--- config.mk ---
export PLATFORM = sky130hd
export DESIGN_NAME = bwsram
export DESIGN_NICKNAME = d
export VERILOG_FILES = /design/src/rtl/bwsram_pkg.sv /design/src/rtl/bwsram_inreg.sv /design/src/rtl/bwsram_power.sv /design/src/rtl/bwsram_array.sv /design/src/rtl/bwsram.sv
export SDC_FILE = /design/constraint.sdc
export NUM_CORES = 2
export LEC_CHECK = 0
export BUFFER_PORTS_ARGS = -buffer_cell sky130_fd_sc_hd__buf_2
export CAP_MARGIN = 25
export CORE_AREA = 4 4 459 461
export CTS_CLUSTER_DIAMETER = 60
export DETAILED_ROUTE_END_ITERATION = 16
export DIE_AREA = 0 0 463 465
export PLACE_DENSITY = 0.65
export SYNTH_ARGS = -nofsm -noshare
export SYNTH_HDL_FRONTEND = slang
export SYNTH_SLANG_ARGS = --single-unit
--- constraint.sdc ---
create_clock -name clk -period 6.15 [get_ports clk]
set_input_delay 0.615 -clock clk [delete_from_list [all_inputs] [get_ports clk]]
set_output_delay 0.615 -clock clk [all_outputs]
set_load 0.02 [all_outputs]
--- src/rtl/bwsram_pkg.sv ---
package bwsram_pkg;
    localparam int DW = 32;
    localparam int NB = DW / 8;

    typedef enum logic [1:0] {
        PM_ACTIVE = 2'd0,
        PM_SLEEP  = 2'd1,
        PM_WAKE   = 2'd2
    } pm_state_e;
endpackage

--- src/rtl/bwsram_inreg.sv ---
module bwsram_inreg
    import bwsram_pkg::*;
#(
    parameter int AW = 6
) (
    input  logic          clk,
    input  logic          rst_n,
    input  logic          accept_i,
    input  logic [2:0]    ce_n_i,
    input  logic [AW-1:0] addr_i,
    input  logic [DW-1:0] wdata_i,
    input  logic          gw_n_i,
    input  logic          bwe_n_i,
    input  logic [NB-1:0] be_n_i,
    output logic          req_valid_o,
    output logic [NB-1:0] req_mask_o,
    output logic [AW-1:0] req_addr_o,
    output logic [DW-1:0] req_data_o
);
    typedef struct packed {
        logic          valid;
        logic [NB-1:0] mask;
        logic [AW-1:0] addr;
        logic [DW-1:0] data;
    } in_s;

    in_s st_d, st_q;

    always_comb begin
        st_d       = st_q;
        st_d.valid = accept_i && (ce_n_i == 3'b000);
        st_d.addr  = addr_i;
        st_d.data  = wdata_i;
        if (!gw_n_i) begin
            st_d.mask = {NB{1'b1}};
        end else if (!bwe_n_i) begin
            st_d.mask = ~be_n_i;
        end else begin
            st_d.mask = '0;
        end
    end

    always_ff @(posedge clk or negedge rst_n) begin
        if (!rst_n) begin
            st_q <= '0;
        end else begin
            st_q <= st_d;
        end
    end

    assign req_valid_o = st_q.valid;
    assign req_mask_o  = st_q.mask;
    assign req_addr_o  = st_q.addr;
    assign req_data_o  = st_q.data;

    // a deselected cycle yields no request
    assert_deselect_no_req_R5: assert property (@(posedge clk) disable iff (!rst_n)
        (ce_n_i != 3'b000) |=> !req_valid_o);
endmodule

--- src/rtl/bwsram_power.sv ---
module bwsram_power
    import bwsram_pkg::*;
#(
    parameter int WAKE_CYCLES = 3
) (
    input  logic clk,
    input  logic rst_n,
    input  logic sleep_i,
    output logic active_o
);
    localparam int CW = $clog2(WAKE_CYCLES + 1);
    localparam logic [CW-1:0] LAST = CW'(WAKE_CYCLES - 1);

    typedef struct packed {
        pm_state_e     state;
        logic [CW-1:0] cnt;
    } pm_s;

    pm_s st_d, st_q;

    always_comb begin
        st_d = st_q;
        if (sleep_i) begin
            st_d.state = PM_SLEEP;
            st_d.cnt   = '0;
        end else begin
            case (st_q.state)
                PM_SLEEP: begin
                    st_d.state = PM_WAKE;
                    st_d.cnt   = '0;
                end
                PM_WAKE: begin
                    if (st_q.cnt == LAST) begin
                        st_d.state = PM_ACTIVE;
                        st_d.cnt   = '0;
                    end else begin
                        st_d.cnt = st_q.cnt + 1'b1;
                    end
                end
                default: st_d.state = PM_ACTIVE;
            endcase
        end
    end

    always_ff @(posedge clk or negedge rst_n) begin
        if (!rst_n) begin
            st_q <= '{state: PM_ACTIVE, cnt: '0};
        end else begin
            st_q <= st_d;
        end
    end

    assign active_o = (st_q.state == PM_ACTIVE);

    // sampled sleep always enters power-down
    assert_sleep_enters_R7: assert property (@(posedge clk) disable iff (!rst_n)
        sleep_i |=> (st_q.state == PM_SLEEP));

    // wake-up only completes after the full count
    assert_wake_length_R8: assert property (@(posedge clk) disable iff (!rst_n)
        (st_q.state == PM_ACTIVE && $past(st_q.state) == PM_WAKE) |-> ($past(st_q.cnt) == LAST));
endmodule

--- src/rtl/bwsram_array.sv ---
module bwsram_array
    import bwsram_pkg::*;
#(
    parameter int AW = 6
) (
    input  logic          clk,
    input  logic          rst_n,
    input  logic          exec_i,
    input  logic [NB-1:0] mask_i,
    input  logic [AW-1:0] addr_i,
    input  logic [DW-1:0] wdata_i,
    output logic [DW-1:0] rdata_o,
    output logic          rvalid_o
);
    localparam int DEPTH = 1 << AW;

    typedef struct packed {
        logic          valid;
        logic [DW-1:0] data;
    } out_s;

    logic [DW-1:0] mem_q [DEPTH];
    logic [DW-1:0] bitmask;
    logic          wr_en;
    out_s          out_d, out_q;

    for (genvar b = 0; b < NB; b++) begin : g_lane
        assign bitmask[b*8 +: 8] = {8{mask_i[b]}};
    end

    assign wr_en = exec_i && (mask_i != '0);

    always_comb begin
        out_d       = out_q;
        out_d.valid = exec_i && (mask_i == '0);
        if (out_d.valid) begin
            out_d.data = mem_q[addr_i];
        end
    end

    always_ff @(posedge clk) begin
        if (wr_en) begin
            mem_q[addr_i] <= (mem_q[addr_i] & ~bitmask) | (wdata_i & bitmask);
        end
    end

    always_ff @(posedge clk or negedge rst_n) begin
        if (!rst_n) begin
            out_q <= '0;
        end else begin
            out_q <= out_d;
        end
    end

    assign rdata_o  = out_q.data;
    assign rvalid_o = out_q.valid;

    // enabled lanes take the new data
    assert_lane_written_R2: assert property (@(posedge clk) disable iff (!rst_n)
        wr_en |=> ((mem_q[$past(addr_i)] & $past(bitmask)) == ($past(wdata_i) & $past(bitmask))));

    // disabled lanes keep their content
    assert_lane_kept_R2: assert property (@(posedge clk) disable iff (!rst_n)
        wr_en |=> ((mem_q[$past(addr_i)] & ~$past(bitmask)) == ($past(mem_q[addr_i]) & ~$past(bitmask))));
endmodule

--- src/rtl/bwsram.sv ---
module bwsram
    import bwsram_pkg::*;
#(
    parameter int AW          = 6,
    parameter int WAKE_CYCLES = 3
) (
    input  logic          clk,
    input  logic          rst_n,
    input  logic          sleep_i,
    input  logic [2:0]    ce_n_i,
    input  logic [AW-1:0] addr_i,
    input  logic [31:0]   wdata_i,
    input  logic          gw_n_i,
    input  logic          bwe_n_i,
    input  logic [3:0]    be_n_i,
    input  logic          oe_n_i,
    output logic [31:0]   rdata_o,
    output logic          rvalid_o
);
    logic          active;
    logic          req_valid;
    logic [NB-1:0] req_mask;
    logic [AW-1:0] req_addr;
    logic [DW-1:0] req_data;
    logic [DW-1:0] arr_data;
    logic          arr_valid;

    bwsram_power #(.WAKE_CYCLES(WAKE_CYCLES)) u_power (
        .clk      (clk),
        .rst_n    (rst_n),
        .sleep_i  (sleep_i),
        .active_o (active)
    );

    bwsram_inreg #(.AW(AW)) u_inreg (
        .clk         (clk),
        .rst_n       (rst_n),
        .accept_i    (active && !sleep_i),
        .ce_n_i      (ce_n_i),
        .addr_i      (addr_i),
        .wdata_i     (wdata_i),
        .gw_n_i      (gw_n_i),
        .bwe_n_i     (bwe_n_i),
        .be_n_i      (be_n_i),
        .req_valid_o (req_valid),
        .req_mask_o  (req_mask),
        .req_addr_o  (req_addr),
        .req_data_o  (req_data)
    );

    bwsram_array #(.AW(AW)) u_array (
        .clk      (clk),
        .rst_n    (rst_n),
        .exec_i   (req_valid && active),
        .mask_i   (req_mask),
        .addr_i   (req_addr),
        .wdata_i  (req_data),
        .rdata_o  (arr_data),
        .rvalid_o (arr_valid)
    );

    assign rdata_o  = (!oe_n_i && active) ? arr_data : '0;
    assign rvalid_o = arr_valid && !oe_n_i && active;

    // nothing leaves the block while it is not awake
    assert_quiet_asleep_R7: assert property (@(posedge clk) disable iff (!rst_n)
        !active |-> (!rvalid_o && rdata_o == '0));

    // disabled output never flags valid data
    assert_oe_gate_R6: assert property (@(posedge clk) disable iff (!rst_n)
        oe_n_i |-> (!rvalid_o && rdata_o == '0));
endmodule

==> results.sh <==
export IMPL_outcome="completed"
export IMPL_grt_overflow_total=0
export IMPL_clk_pin_slew_ps=60
export IMPL_p_comb_share_pct=6.5
export IMPL_root_buffer="clkbuf_16"
export IMPL_skew_ps=35.8
export IMPL_area_growth_pct=14.8
export IMPL_coreArea_sq_um=206000
export IMPL_end_kind="flip-flop"
export IMPL_synth_cell_type_count=74
export IMPL_r2r_start="u_inreg.req_addr_o[2]"
export IMPL_fmax_mhz=203
export IMPL_seq_area_sq_um=63500
export IMPL_min_delay_path_class="primary input to flip-flop"
export IMPL_hold_start="wdata_i[6]"
export IMPL_ys_seq_area_share_pct=77.1
export IMPL_intPower_w=0.0236
export IMPL_fill_cells=17300
export IMPL_yosys_top_cells_area="edfxtp_1 (75%), a221oi_1 (3.3%), mux2_2 (2.7%)"
export IMPL_slew_viol_final=0
export IMPL_multi_input_area_sq_um=17600
export IMPL_antenna_found_initial=4
export IMPL_die_h_um=465
export IMPL_grtUsageMet2_pct=35.2
export IMPL_final_cell_mix="edfxtp_1 (2048), a221oi_1 (307), a22oi_1 (279), mux2_2 (205), clkbuf_16 (202)"
export IMPL_crit_type="flip-flop to flip-flop"
export IMPL_holdPathEnd="u_inreg.req_data_o[6]"
export IMPL_p_leak_nw=29.7
export IMPL_routedWlPerCell_um=33.0
export IMPL_insertion_delay_ps=850
export IMPL_hold_violations=0
export IMPL_die_w_um=463
export IMPL_syn_inst=4652
export IMPL_r2r_slack_ps=1230
export IMPL_finalCritPeriodShare_pct=80.0
export IMPL_grt_pass1_vias=47700
export IMPL_syn_num_nets=4703
export IMPL_layout_nets=4890
export IMPL_drtPass1Iterations=8
export IMPL_switchingPower_w=0.00678
export IMPL_postLayoutCoreUtil_pct=45.8
export IMPL_cts_tree="built"
export IMPL_port_buffers=83
export IMPL_synth_edff_count=2048
export IMPL_ys_flop_type="edfxtp_1"
export IMPL_htreeDepth=4
export IMPL_num_vias=49400
export IMPL_netlist_area_sq_um=82300
export IMPL_grt_usage_pct=22.9
export IMPL_grt_busiest_layer="met2"
export IMPL_grt_pass1_wl_um=358000
export IMPL_viasPerCell=6.41
export IMPL_whs_path_depth=2
export IMPL_avgSynthCellArea_sq_um=17.7
export IMPL_ios=84
export IMPL_cts_buffer_depth=3
export IMPL_layout_commonest_cell="edfxtp_1"
export IMPL_drc=0
export IMPL_ir_worst_vdd_uv=234
export IMPL_synth_seq_cells=2128
export IMPL_cts_sinks=2128
export IMPL_r2r_end="u_array.mem_q[4][17]"
export IMPL_async_flop_share_pct=3.76
export IMPL_startpoint_type="flip-flop"
export IMPL_finalSetupViolCount=0
export IMPL_p_sw_share_pct=22.3
export IMPL_grtUsageMet1_pct=31.2
export IMPL_drv_cap=0
export IMPL_synth_top_cell_by_area="edfxtp_1"
export IMPL_setup_tns_ps=0
export IMPL_die_area_sq_um=215000
export IMPL_yosysTopAreaCellShare_pct=74.7
export IMPL_worstMarginPinSlew_ps=1070
export IMPL_row_count=167
export IMPL_start_util_pct=39.9
export IMPL_critical_path_required_ps=6670
export IMPL_ant_nets=0
export IMPL_drtIter0Drc=7590
export IMPL_min_period_ps=4920
export IMPL_ys_warn_count=0
export IMPL_dpl_hpwl_um=146000
export IMPL_reg2reg_depth=9
export IMPL_pwr_share_clk_pct=40.0
export IMPL_cp_arrival_ps=5430
export IMPL_wl_um=254000
export IMPL_grt_setup_unrepaired="false"
export IMPL_layout_drive_gt1_share_pct=19.7
export IMPL_grt_start_max_net_pins=117
export IMPL_routabilityCongestion=0.839
export IMPL_cts_buffers=198
export IMPL_crit_path_max_fanout=64
export IMPL_pwr_share_seq_pct=53.5
export IMPL_maxSlewHeadroom_pct=28.6
export IMPL_powerDensity_nw_per_um2=321
export IMPL_use_met3_pct=4.63
## synth_stat cells (10+ instances only)
cell       instances
mux2_2           194
buf_1             45
nand2_1           69
and2_1            36
nand2b_1          29
o22a_1            27
nor2_1           118
nor3b_1           10
a222oi_1          14
mux2_4            11
mux2i_1          101
o221ai_1          21
o21ai_0           47
a211oi_1          19
mux4_2            31
a2111o_1          13
and3b_1           15
dfrtp_1           80
buf_2            152
nand4_1           13
buf_4             21
o22ai_1          125
a221oi_1         307
a32oi_1           15
mux2_1            20
nor3_1            56
buf_6             23
a22o_1            45
o211ai_1          40
edfxtp_1        2048
a21oi_1          111
clkbuf_1         136
nand3b_1         103
a2111oi_2         13
nand3_1           55
o2111ai_1         15
a31oi_1           23
or3b_2            11
a22oi_1          279
a221o_1           57
## flip-flops by register name, summed over array words and instances, names as in the netlist
register / flops
u_array.rvalid_o: 1
u_array.mem_q: 2048
u_inreg.req_data_o: 32
u_power.st_q: 4
u_inreg.req_valid_o: 1
u_inreg.req_mask_o: 4
u_array.rdata_o: 32
u_inreg.req_addr_o: 6
## layer usage
metal | vias up | share of wire (%)
li1 | 19900 | -
met1 | 25500 | 38
met2 | 3403 | 46
met3 | 660 | 11
met4 | 0 | 5.5
met5 | - | 0
## cells by family after synthesis
logic type             count (synthesis)  share of synthesized area [%]
AOI/OAI and AO/OA                   1222                           11.6
muxes                                357                           5.20
and+or+nand+nor                      558                           3.81
DFF                                 2128                           77.1
buffers and inverters                387                           2.30
## per-stage QoR
stage	setup WS, ps	total power, W	hold slack (ps)	area [sq um]	instances
6_report	1230	0.0304	432	94500	7711
5_1_grt	1190	0.0312	416	94500	7708
4_1_cts	1330	0.0304	380	94400	7704
3_5_place_dp	1340	0.0185	495	87500	7289
3_3_place_gp	1260	0.0184	489	87300	7274
2_1_floorplan	1760	0.0176	319	82300	4652
## worst max-delay path by stage
stage                                     start  slack, ps  cells after the start              endpoint
after global routing      u_inreg.req_addr_o[2]       1190                      9  u_array.mem_q[4][17]
after floorplan           u_inreg.req_addr_o[3]       1760                      8  u_array.mem_q[0][27]
after detailed placement  u_inreg.req_addr_o[2]       1340                      9  u_array.mem_q[6][17]
after CTS                 u_inreg.req_addr_o[2]       1330                      9  u_array.mem_q[7][17]
after global placement    u_inreg.req_addr_o[0]       1260                      7  u_array.mem_q[28][7]
final                     u_inreg.req_addr_o[2]       1230                      9  u_array.mem_q[4][17]
## timing repair
action | in CTS | in global routing
resized for setup | 0 | 0
hold endpoints to repair | 104 | 0
setup buffers | 0 | 0
hold buffers | 50 | 0
## power by group through the flow
stage / Clock [W] / Sequential (W) / Combinational (W)
finish: 0.0122 / 0.0163 / 0.00197
global route: 0.0129 / 0.0162 / 0.00206
CTS: 0.0122 / 0.0163 / 0.00193
detailed placement: 0 / 0.0166 / 0.00190
global placement: 0 / 0.0166 / 0.00181
floorplan: 0 / 0.0165 / 0.00105
## cell type report
type	count	share of cell area [%]
diodes	3	0.00794
clock buffers	269	5.86
multi-input cells	2137	18.7
inverters	9	0.0450
well taps	2704	3.58
flip-flops and latches	2128	67.2
clock inverters	96	0.888
repair buffers	365	3.75
## critical path, stage by stage, from the launching register on
cell	delay [ps]
dfrtp_4	940
buf_12	390
buf_4	380
nand2b_1	150
mux4_2	260
o211ai_1	130
a32oi_1	630
o2111ai_1	520
mux2_2	690
buf_4	370
(Power assumes the default switching activity.)
